## config.mk

```make
export PLATFORM = sky130hd
export DESIGN_NAME = uart_rx_engine
export DESIGN_NICKNAME = d
export VERILOG_FILES = /design/src/rtl/uart_rx_pkg.sv /design/src/rtl/uart_rx_deframer.sv /design/src/rtl/uart_rx_fifo.sv /design/src/rtl/uart_rx_idle_tmr.sv /design/src/rtl/uart_rx_engine.sv
export SDC_FILE = /design/constraint.sdc
export NUM_CORES = 1
export LEC_CHECK = 0
export CORE_ASPECT_RATIO = 1.1
export CORE_MARGIN = 1.5
export CORE_UTILIZATION = 50
export CTS_BUF_LIST = sky130_fd_sc_hd__clkbuf_4
export DETAILED_ROUTE_END_ITERATION = 16
export DONT_BUFFER_PORTS = 1
export GPL_ROUTABILITY_DRIVEN = 0
export SETUP_SLACK_MARGIN = 0.02
export SYNTH_ARGS = -nofsm -noshare
export SYNTH_HDL_FRONTEND = slang
export SYNTH_SLANG_ARGS = --single-unit
```

## constraint.sdc

```tcl
create_clock -name clk_i -period 6.8 [get_ports clk_i]
set_clock_uncertainty 0.2 [all_clocks]
set_input_delay 1.7 -clock clk_i [delete_from_list [all_inputs] [get_ports clk_i]]
set_output_delay 1.7 -clock clk_i [all_outputs]
set_load 0.01 [all_outputs]
```

## src/rtl/uart_rx_pkg.sv

```systemverilog
package uart_rx_pkg;
  localparam int unsigned CHAR_W = 8;

  typedef struct packed {
    logic              brk;
    logic              par_err;
    logic              frm_err;
    logic [CHAR_W-1:0] data;
  } rx_char_t;

  typedef enum logic [2:0] {
    ST_IDLE, ST_START, ST_DATA, ST_PAR, ST_STOP, ST_WAIT_HI
  } rx_state_e;
endpackage

```

## src/rtl/uart_rx_deframer.sv

```systemverilog
module uart_rx_deframer
  import uart_rx_pkg::*;
#(
  parameter int unsigned OSR = 16
) (
  input  logic     clk_i,
  input  logic     rst_ni,
  input  logic     tick_i,
  input  logic     rxd_i,
  input  logic     run_i,
  input  logic     flush_i,
  input  logic [7:0] mode_i,
  output rx_char_t char_o,
  output logic     char_vld_o,
  output logic     idle_o
);
  localparam int unsigned TW  = $clog2(OSR);
  localparam int unsigned MID = OSR/2 - 1;

  logic          rxd_m, rxd_s;
  rx_state_e     state_q;
  logic [TW-1:0] tcnt_q;
  logic [2:0]    bidx_q;
  logic [CHAR_W-1:0] shreg_q;
  logic          stop2_q, frm_q, perr_q;
  logic [2:0]    last_bit;
  logic          par_en, exp_par, frm_n, unused_mode;

  assign unused_mode = mode_i[6] ^ mode_i[0];

  always_comb begin
    unique case (mode_i[2:1])
      2'b10:   last_bit = 3'd6;
      2'b11:   last_bit = 3'd5;
      default: last_bit = 3'd7;
    endcase
    unique case (mode_i[4:3])
      2'b00:   exp_par = ^shreg_q;
      2'b01:   exp_par = ~^shreg_q;
      2'b10:   exp_par = 1'b0;
      default: exp_par = 1'b1;
    endcase
  end
  assign par_en = ~mode_i[5];
  assign frm_n  = frm_q | ~rxd_s;
  assign idle_o = (state_q == ST_IDLE);

  always_ff @(posedge clk_i or negedge rst_ni) begin
    if (!rst_ni) begin
      rxd_m <= 1'b1;
      rxd_s <= 1'b1;
    end else begin
      rxd_m <= rxd_i;
      rxd_s <= rxd_m;
    end
  end

  always_ff @(posedge clk_i or negedge rst_ni) begin
    if (!rst_ni) begin
      state_q    <= ST_IDLE;
      tcnt_q     <= '0;
      bidx_q     <= '0;
      shreg_q    <= '0;
      stop2_q    <= 1'b0;
      frm_q      <= 1'b0;
      perr_q     <= 1'b0;
      char_o     <= '0;
      char_vld_o <= 1'b0;
    end else begin
      char_vld_o <= 1'b0;
      if (flush_i || !run_i) begin
        state_q <= ST_IDLE;
        tcnt_q  <= '0;
      end else if (tick_i) begin
        unique case (state_q)
          ST_IDLE: if (!rxd_s) begin
            state_q <= ST_START;
            tcnt_q  <= '0;
          end
          ST_START: begin
            if (tcnt_q == TW'(MID)) begin
              tcnt_q <= '0;
              if (rxd_s) state_q <= ST_IDLE;   // glitch, not a start bit
              else begin
                state_q <= ST_DATA;
                bidx_q  <= '0;
                shreg_q <= '0;
                frm_q   <= 1'b0;
                perr_q  <= 1'b0;
              end
            end else tcnt_q <= tcnt_q + 1'b1;
          end
          ST_DATA: begin
            if (tcnt_q == TW'(OSR-1)) begin
              tcnt_q          <= '0;
              shreg_q[bidx_q] <= rxd_s;
              if (bidx_q == last_bit) begin
                state_q <= par_en ? ST_PAR : ST_STOP;
                stop2_q <= mode_i[7];
              end else bidx_q <= bidx_q + 1'b1;
            end else tcnt_q <= tcnt_q + 1'b1;
          end
          ST_PAR: begin
            if (tcnt_q == TW'(OSR-1)) begin
              tcnt_q  <= '0;
              perr_q  <= (rxd_s != exp_par);
              state_q <= ST_STOP;
            end else tcnt_q <= tcnt_q + 1'b1;
          end
          ST_STOP: begin
            if (tcnt_q == TW'(OSR-1)) begin
              tcnt_q <= '0;
              if (stop2_q) begin
                stop2_q <= 1'b0;
                frm_q   <= frm_n;
              end else begin
                char_o.data    <= shreg_q;
                char_o.frm_err <= frm_n;
                char_o.par_err <= perr_q;
                char_o.brk     <= frm_n && (shreg_q == '0);
                char_vld_o     <= 1'b1;
                state_q        <= frm_n ? ST_WAIT_HI : ST_IDLE;
              end
            end else tcnt_q <= tcnt_q + 1'b1;
          end
          ST_WAIT_HI: if (rxd_s) state_q <= ST_IDLE;
          default: state_q <= ST_IDLE;
        endcase
      end
    end
  end

  a_r3_single_pulse: assert property (@(posedge clk_i) disable iff (!rst_ni)
    char_vld_o |=> !char_vld_o);
  a_r4_break_waits_high: assert property (@(posedge clk_i) disable iff (!rst_ni)
    (char_vld_o && char_o.brk && !flush_i && run_i) |-> state_q != ST_START);
endmodule

```

## src/rtl/uart_rx_fifo.sv

```systemverilog
module uart_rx_fifo #(
  parameter int unsigned DEPTH = 16,
  parameter int unsigned W     = 11,
  localparam int unsigned AW   = $clog2(DEPTH),
  localparam int unsigned CW   = $clog2(DEPTH+1)
) (
  input  logic          clk_i,
  input  logic          rst_ni,
  input  logic          flush_i,
  input  logic          push_i,
  input  logic [W-1:0]  din_i,
  input  logic          pop_i,
  output logic [W-1:0]  dout_o,
  output logic [CW-1:0] count_o,
  output logic          empty_o,
  output logic          full_o,
  output logic          ovr_o
);
  logic [W-1:0]  mem_q [DEPTH];
  logic [AW-1:0] wp_q, rp_q;
  logic          do_pop, do_push;

  assign empty_o = (count_o == '0);
  assign full_o  = (count_o == CW'(DEPTH));
  assign do_pop  = pop_i && !empty_o;
  assign do_push = push_i && (!full_o || do_pop);
  assign dout_o  = mem_q[rp_q];

  always_ff @(posedge clk_i) begin
    if (do_push && !flush_i) mem_q[wp_q] <= din_i;
  end

  always_ff @(posedge clk_i or negedge rst_ni) begin
    if (!rst_ni) begin
      wp_q <= '0; rp_q <= '0; count_o <= '0; ovr_o <= 1'b0;
    end else if (flush_i) begin
      wp_q <= '0; rp_q <= '0; count_o <= '0; ovr_o <= 1'b0;
    end else begin
      ovr_o <= push_i && !do_push;
      if (do_push) wp_q <= (wp_q == AW'(DEPTH-1)) ? '0 : wp_q + 1'b1;
      if (do_pop)  rp_q <= (rp_q == AW'(DEPTH-1)) ? '0 : rp_q + 1'b1;
      if (do_push && !do_pop)      count_o <= count_o + 1'b1;
      else if (do_pop && !do_push) count_o <= count_o - 1'b1;
    end
  end

  a_r6_count_bound: assert property (@(posedge clk_i) disable iff (!rst_ni)
    count_o <= CW'(DEPTH));
  a_r6_pop_dec: assert property (@(posedge clk_i) disable iff (!rst_ni)
    (pop_i && !push_i && !empty_o && !flush_i) |=> count_o == $past(count_o) - 1'b1);
  a_r7_full_holds: assert property (@(posedge clk_i) disable iff (!rst_ni)
    (push_i && full_o && !pop_i && !flush_i) |=> (count_o == CW'(DEPTH)) && ovr_o);
  a_r11_flush_empty: assert property (@(posedge clk_i) disable iff (!rst_ni)
    flush_i |=> empty_o);
endmodule

```

## src/rtl/uart_rx_idle_tmr.sv

```systemverilog
module uart_rx_idle_tmr #(
  parameter int unsigned UNIT_TICKS = 64,
  parameter int unsigned LW         = 8,
  localparam int unsigned PW        = $clog2(UNIT_TICKS)
) (
  input  logic          clk_i,
  input  logic          rst_ni,
  input  logic          tick_i,
  input  logic          reload_i,
  input  logic          empty_i,
  input  logic          idle_i,
  input  logic [LW-1:0] limit_i,
  output logic          tmo_o
);
  logic [PW-1:0] pre_q;
  logic [LW-1:0] units_q;

  always_ff @(posedge clk_i or negedge rst_ni) begin
    if (!rst_ni) begin
      pre_q <= '0; units_q <= '0; tmo_o <= 1'b0;
    end else if (reload_i || empty_i) begin
      pre_q <= '0; units_q <= '0; tmo_o <= 1'b0;
    end else if (tick_i && idle_i && (limit_i != '0) && !tmo_o) begin
      if (pre_q == PW'(UNIT_TICKS-1)) begin
        pre_q   <= '0;
        units_q <= units_q + 1'b1;
        if ({1'b0, units_q} + 1'b1 >= {1'b0, limit_i}) tmo_o <= 1'b1;
      end else pre_q <= pre_q + 1'b1;
    end
  end

  a_r9_empty_clears: assert property (@(posedge clk_i) disable iff (!rst_ni)
    empty_i |=> !tmo_o);
  a_r9_zero_limit: assert property (@(posedge clk_i) disable iff (!rst_ni)
    (limit_i == '0 && !tmo_o) |=> !tmo_o);
endmodule

```

## src/rtl/uart_rx_engine.sv

```systemverilog
module uart_rx_engine
  import uart_rx_pkg::*;
#(
  parameter int unsigned OSR        = 16,
  parameter int unsigned DEPTH      = 16,
  parameter int unsigned TMO_BITS   = 4,
  localparam int unsigned CW        = $clog2(DEPTH+1),
  localparam int unsigned EW        = $bits(rx_char_t)
) (
  input  logic          clk_i,
  input  logic          rst_ni,
  input  logic          tick_i,
  input  logic          rxd_i,
  input  logic [7:0]    mode_i,
  input  logic          rx_en_i,
  input  logic          rx_dis_i,
  input  logic          rx_rst_i,
  input  logic [5:0]    trig_lvl_i,
  input  logic [7:0]    tmo_lim_i,
  input  logic          tmo_restart_i,
  input  logic          rd_i,
  output logic [7:0]    rd_data_o,
  output logic          rd_frm_err_o,
  output logic          rd_par_err_o,
  output logic          rd_brk_o,
  output logic          empty_o,
  output logic [CW-1:0] fill_o,
  output logic          trig_o,
  output logic          tmo_o,
  output logic          overrun_o
);
  logic     rx_on_q, char_vld, idle, full, reload;
  rx_char_t char_in, head;
  logic [EW-1:0] head_raw;

  always_ff @(posedge clk_i or negedge rst_ni) begin
    if (!rst_ni)       rx_on_q <= 1'b0;
    else if (rx_dis_i) rx_on_q <= 1'b0;
    else if (rx_en_i)  rx_on_q <= 1'b1;
  end

  uart_rx_deframer #(.OSR(OSR)) i_deframer (
    .clk_i, .rst_ni, .tick_i, .rxd_i,
    .run_i(rx_on_q), .flush_i(rx_rst_i), .mode_i,
    .char_o(char_in), .char_vld_o(char_vld), .idle_o(idle)
  );

  uart_rx_fifo #(.DEPTH(DEPTH), .W(EW)) i_fifo (
    .clk_i, .rst_ni, .flush_i(rx_rst_i),
    .push_i(char_vld), .din_i(char_in), .pop_i(rd_i),
    .dout_o(head_raw), .count_o(fill_o), .empty_o, .full_o(full),
    .ovr_o(overrun_o)
  );

  assign reload = rx_rst_i | char_vld | (rd_i & ~empty_o) | tmo_restart_i;

  uart_rx_idle_tmr #(.UNIT_TICKS(OSR*TMO_BITS), .LW(8)) i_idle_tmr (
    .clk_i, .rst_ni, .tick_i, .reload_i(reload), .empty_i(empty_o),
    .idle_i(idle), .limit_i(tmo_lim_i), .tmo_o
  );

  assign head         = rx_char_t'(head_raw);
  assign rd_data_o    = head.data;
  assign rd_frm_err_o = head.frm_err;
  assign rd_par_err_o = head.par_err;
  assign rd_brk_o     = head.brk;
  assign trig_o       = (32'(fill_o) >= 32'(trig_lvl_i));

  a_r10_dis_wins: assert property (@(posedge clk_i) disable iff (!rst_ni)
    rx_dis_i |=> !rx_on_q);
  a_r10_no_rx_when_off: assert property (@(posedge clk_i) disable iff (!rst_ni)
    !rx_on_q |=> !char_vld);
  a_r7_overrun_when_full: assert property (@(posedge clk_i) disable iff (!rst_ni)
    overrun_o |-> $past(full));
endmodule

```

==> results_dict.tcl <==
set metrics [dict create \
    status "complete, no violations" \
    areaGrowthSynthToFinish_pct 10.1 \
    cp.arrival_ns 3.12 \
    synth_top_family_by_area "multiplexers" \
    io_buffers 0 \
    synth-compound-area-share_pct 9.32 \
    yosysTopAreaCell "edfxtp_1" \
    layout_common_cells "176 x edfxtp_1, 99 x clkbuf_4, 62 x nor2_1, 62 x dfrtp_1, 46 x o21ai_0" \
    fmax_mhz 199 \
    hold_viol 0 \
    synth.area.top_cells "edfxtp_1 48%, dfrtp_1 14%, mux4_2 4.8%" \
    finalMaxSlewViolations 0 \
    min_period_ns 5.02 \
    start_util_pct 51.0 \
    drc 0 \
    track_usage_pct 20.2 \
    drtIter0Drc 369 \
    yosysSeqAreaShare_pct 63.4 \
    syn_area_sq_um 10900 \
    cts_buffers 60 \
    die_y_um 158 \
    final_net_count 889 \
    rsz0062_at_grt "false" \
    dr.pass1.iters 4 \
    post-route-util_pct 56.1 \
    worstSetupPathType "register to output pin" \
    fillCellCount 1765 \
    fin_tns_setup_ns 0 \
    critPathTopFamily "flip-flops" \
    tightest_slew_ns 1.00 \
    endpoint_kind "output pin" \
    ys_seq_elements 241 \
    synth_warnings 0 \
    die-area_sq_um 22700 \
    synth_simple_gate_area_share_pct 8.09 \
    hp-class "register to register" \
    synth_nets 849 \
    dpl.cell_count 1056 \
    final_common_cell "edfxtp_1" \
    synth_cells 788 \
    antenna_found_initial 1 \
    cp_num_buf_inv 1 \
    synth_mux_area_share_pct 10.6 \
    cts.sinks 241 \
    die_w_um 144 \
    leakage_nw 4.80 \
    cpPeakStageDelay_ns 1.03 \
    ios 51 \
    coreArea_sq_um 21400 \
    grt_max_degree 66 \
    num_vias 6493 \
    start_kind "register" \
    cts_buffer_depth 3 \
    layout-drive-gt1-share_pct 20.9 \
    path_clk_slew_ns 0.07 \
    postSynthAreaPerCell_sq_um 13.8 \
    synth_cell_types 68 \
    synth-adder-area-share_pct 3.51 \
    dp_hpwl_um 14400 \
    fin_crit_sh_pct 73.8 \
    viasPerCell 5.55 \
    clock_latency_ns 0.65 \
    synthFlopType "edfxtp_1" \
    postRouteAntennaNets 0 \
    slowest_stage "dfrtp_4" \
    async_reset_ff_share_pct 27.0 \
    setup_viol 0 \
    wl_per_cell_um 18.8 \
    ir_drop_mv 0.107 \
    synth-edff-count 176 \
    p_per_area_nw_per_um2 235 \
    slew_headroom_pct 32.9 \
    row_count 56 \
    cp_max_fo 56 \
    post-cts-setup-buffer-count 0 \
    cts_resized 0 \
    grt_pass1_vias 6771 \
    synth_xor_area_share_pct 2.09 \
    final_cells 1170 \
    ctsHoldBuffers 0 \
    htreeDepth 2 \
    cap_violations 0 \
    wl_um 22000 \
    root_buffer "clkbuf_4" \
    cts_tree "yes" \
    grt_pass1_wl_um 34900 \
    grt-ovfl-total 0 \
    cp.required_ns 4.90 \
    crit_path_cell_trace "buf_4 > mux4_2 > a22oi_1 > nand2_1" \
    netlist.area_leader.share_pct 48.5 \
]
## layer usage
layer  vias to the layer above  part of all wire, %  GRT usage [%]
li1                       3118                    -              -
met1                      3192                   42           24.4
met2                       137                   52           35.5
met3                        46                  4.5           4.33
met4                         0                  2.2           7.19
met5                         -                    0              0
## registers in the layout, summed over array words and instances, names as in the netlist, 3 cells and up
name                flops
i_fifo.count_o          5
i_deframer.state_q      3
i_deframer.char_o      11
i_deframer.tcnt_q       4
i_fifo.mem_q          176
i_fifo.rp_q             4
i_deframer.bidx_q       3
i_idle_tmr.units_q      8
i_fifo.wp_q             4
i_idle_tmr.pre_q        6
i_deframer.shreg_q      8
## layout make-up
| class | count | area, sq um | share of cell area, % |
|---|---|---|---|
| antenna | 1 | 2.50 | 0.0209 |
| clock buffer | 99 | 743 | 6.19 |
| clock inverter | 14 | 61.3 | 0.511 |
| inverter | 32 | 120 | 1.00 |
| multi-input combinational | 477 | 3670 | 30.6 |
| sequential | 241 | 6920 | 57.7 |
| tap | 290 | 363 | 3.02 |
| timing repair buffer | 16 | 120 | 1.00 |
## worst paths after layout
kind / end / slack (ns) / cells past startpoint / start
max reg2reg: i_fifo.count_o[4] / 3.02 / 8 / i_fifo.count_o[1]
min reg2reg: i_deframer.rxd_s / 0.14 / 0 / i_deframer.rxd_m
max: rd_data_o[7] / 1.78 / 4 / i_fifo.rp_q[0]
max in group asynchronous: i_deframer.rxd_m / 5.64 / 0 / rst_ni
min: i_deframer.rxd_s / 0.14 / 0 / i_deframer.rxd_m
min in group asynchronous: i_deframer.char_o[7] / 0.54 / 0 / rst_ni
## power by group
part	internal [mW]	switching, mW
Combinational	0.0174	0.0216
Sequential	1.57	0.00362
Clock	0.655	0.555
Total	2.24	0.580
## metrics by stage
stage / hold WS, ns / setup WS [ns] / area, sq um / power [mW]
2_1_floorplan: 0.145 / 2.31 / 10900 / 1.63
3_3_place_gp: 0.148 / 2.24 / 11200 / 1.64
3_5_place_dp: 0.148 / 2.20 / 11200 / 1.64
4_1_cts: 0.143 / 1.64 / 12000 / 2.86
5_1_grt: 0.143 / 1.50 / 12000 / 2.94
6_report: 0.138 / 1.78 / 12000 / 2.82
## cells in the mapped netlist, drive strengths merged, types with 2 or more instances
library cell  number
a21oi             40
mux2i             38
dfstp              2
ha                29
o31ai              5
nor3              10
nor3b              3
nand4              4
nand3             16
or2                2
nand2             42
a211oi             4
xnor2             15
nand2b            15
dfrtp             63
clkbuf            21
or3                2
nor2              62
a31oi              4
mux4              23
nor4               5
a22o               3
buf               17
inv               32
or4                4
o211ai             3
nor2b              4
or3b               2
edfxtp           176
o41ai              4
o22ai              6
nand3b             4
xor2              11
a22oi             12
mux2              23
a221oi            11
o21ai             48
a211o              2
a21o               7
and2               2
## worst register-to-register path: stages, from the launching register on
cell	delay, ns
dfrtp_1	0.48
or4_1	0.70
o21ai_0	0.47
nand2b_1	0.29
fa_1	0.47
a21o_1	0.20
a21oi_1	0.22
mux4_2	0.56
nor2_1	0.11
## cells by family (layout without fill, tap and decap cells)
group                    count (synthesis)  after routing
AO/OA/AOI/OAI                          157            157
multiplexers                            84             84
XOR/XNOR                                26             26
flip-flops                             241            241
AND/OR/NAND/NOR                        180            180
other                                    0              1
adder cells (fa/ha/maj)                 30             30
buffers and inverters                   70            161
Power figures use the tool's default switching activity.
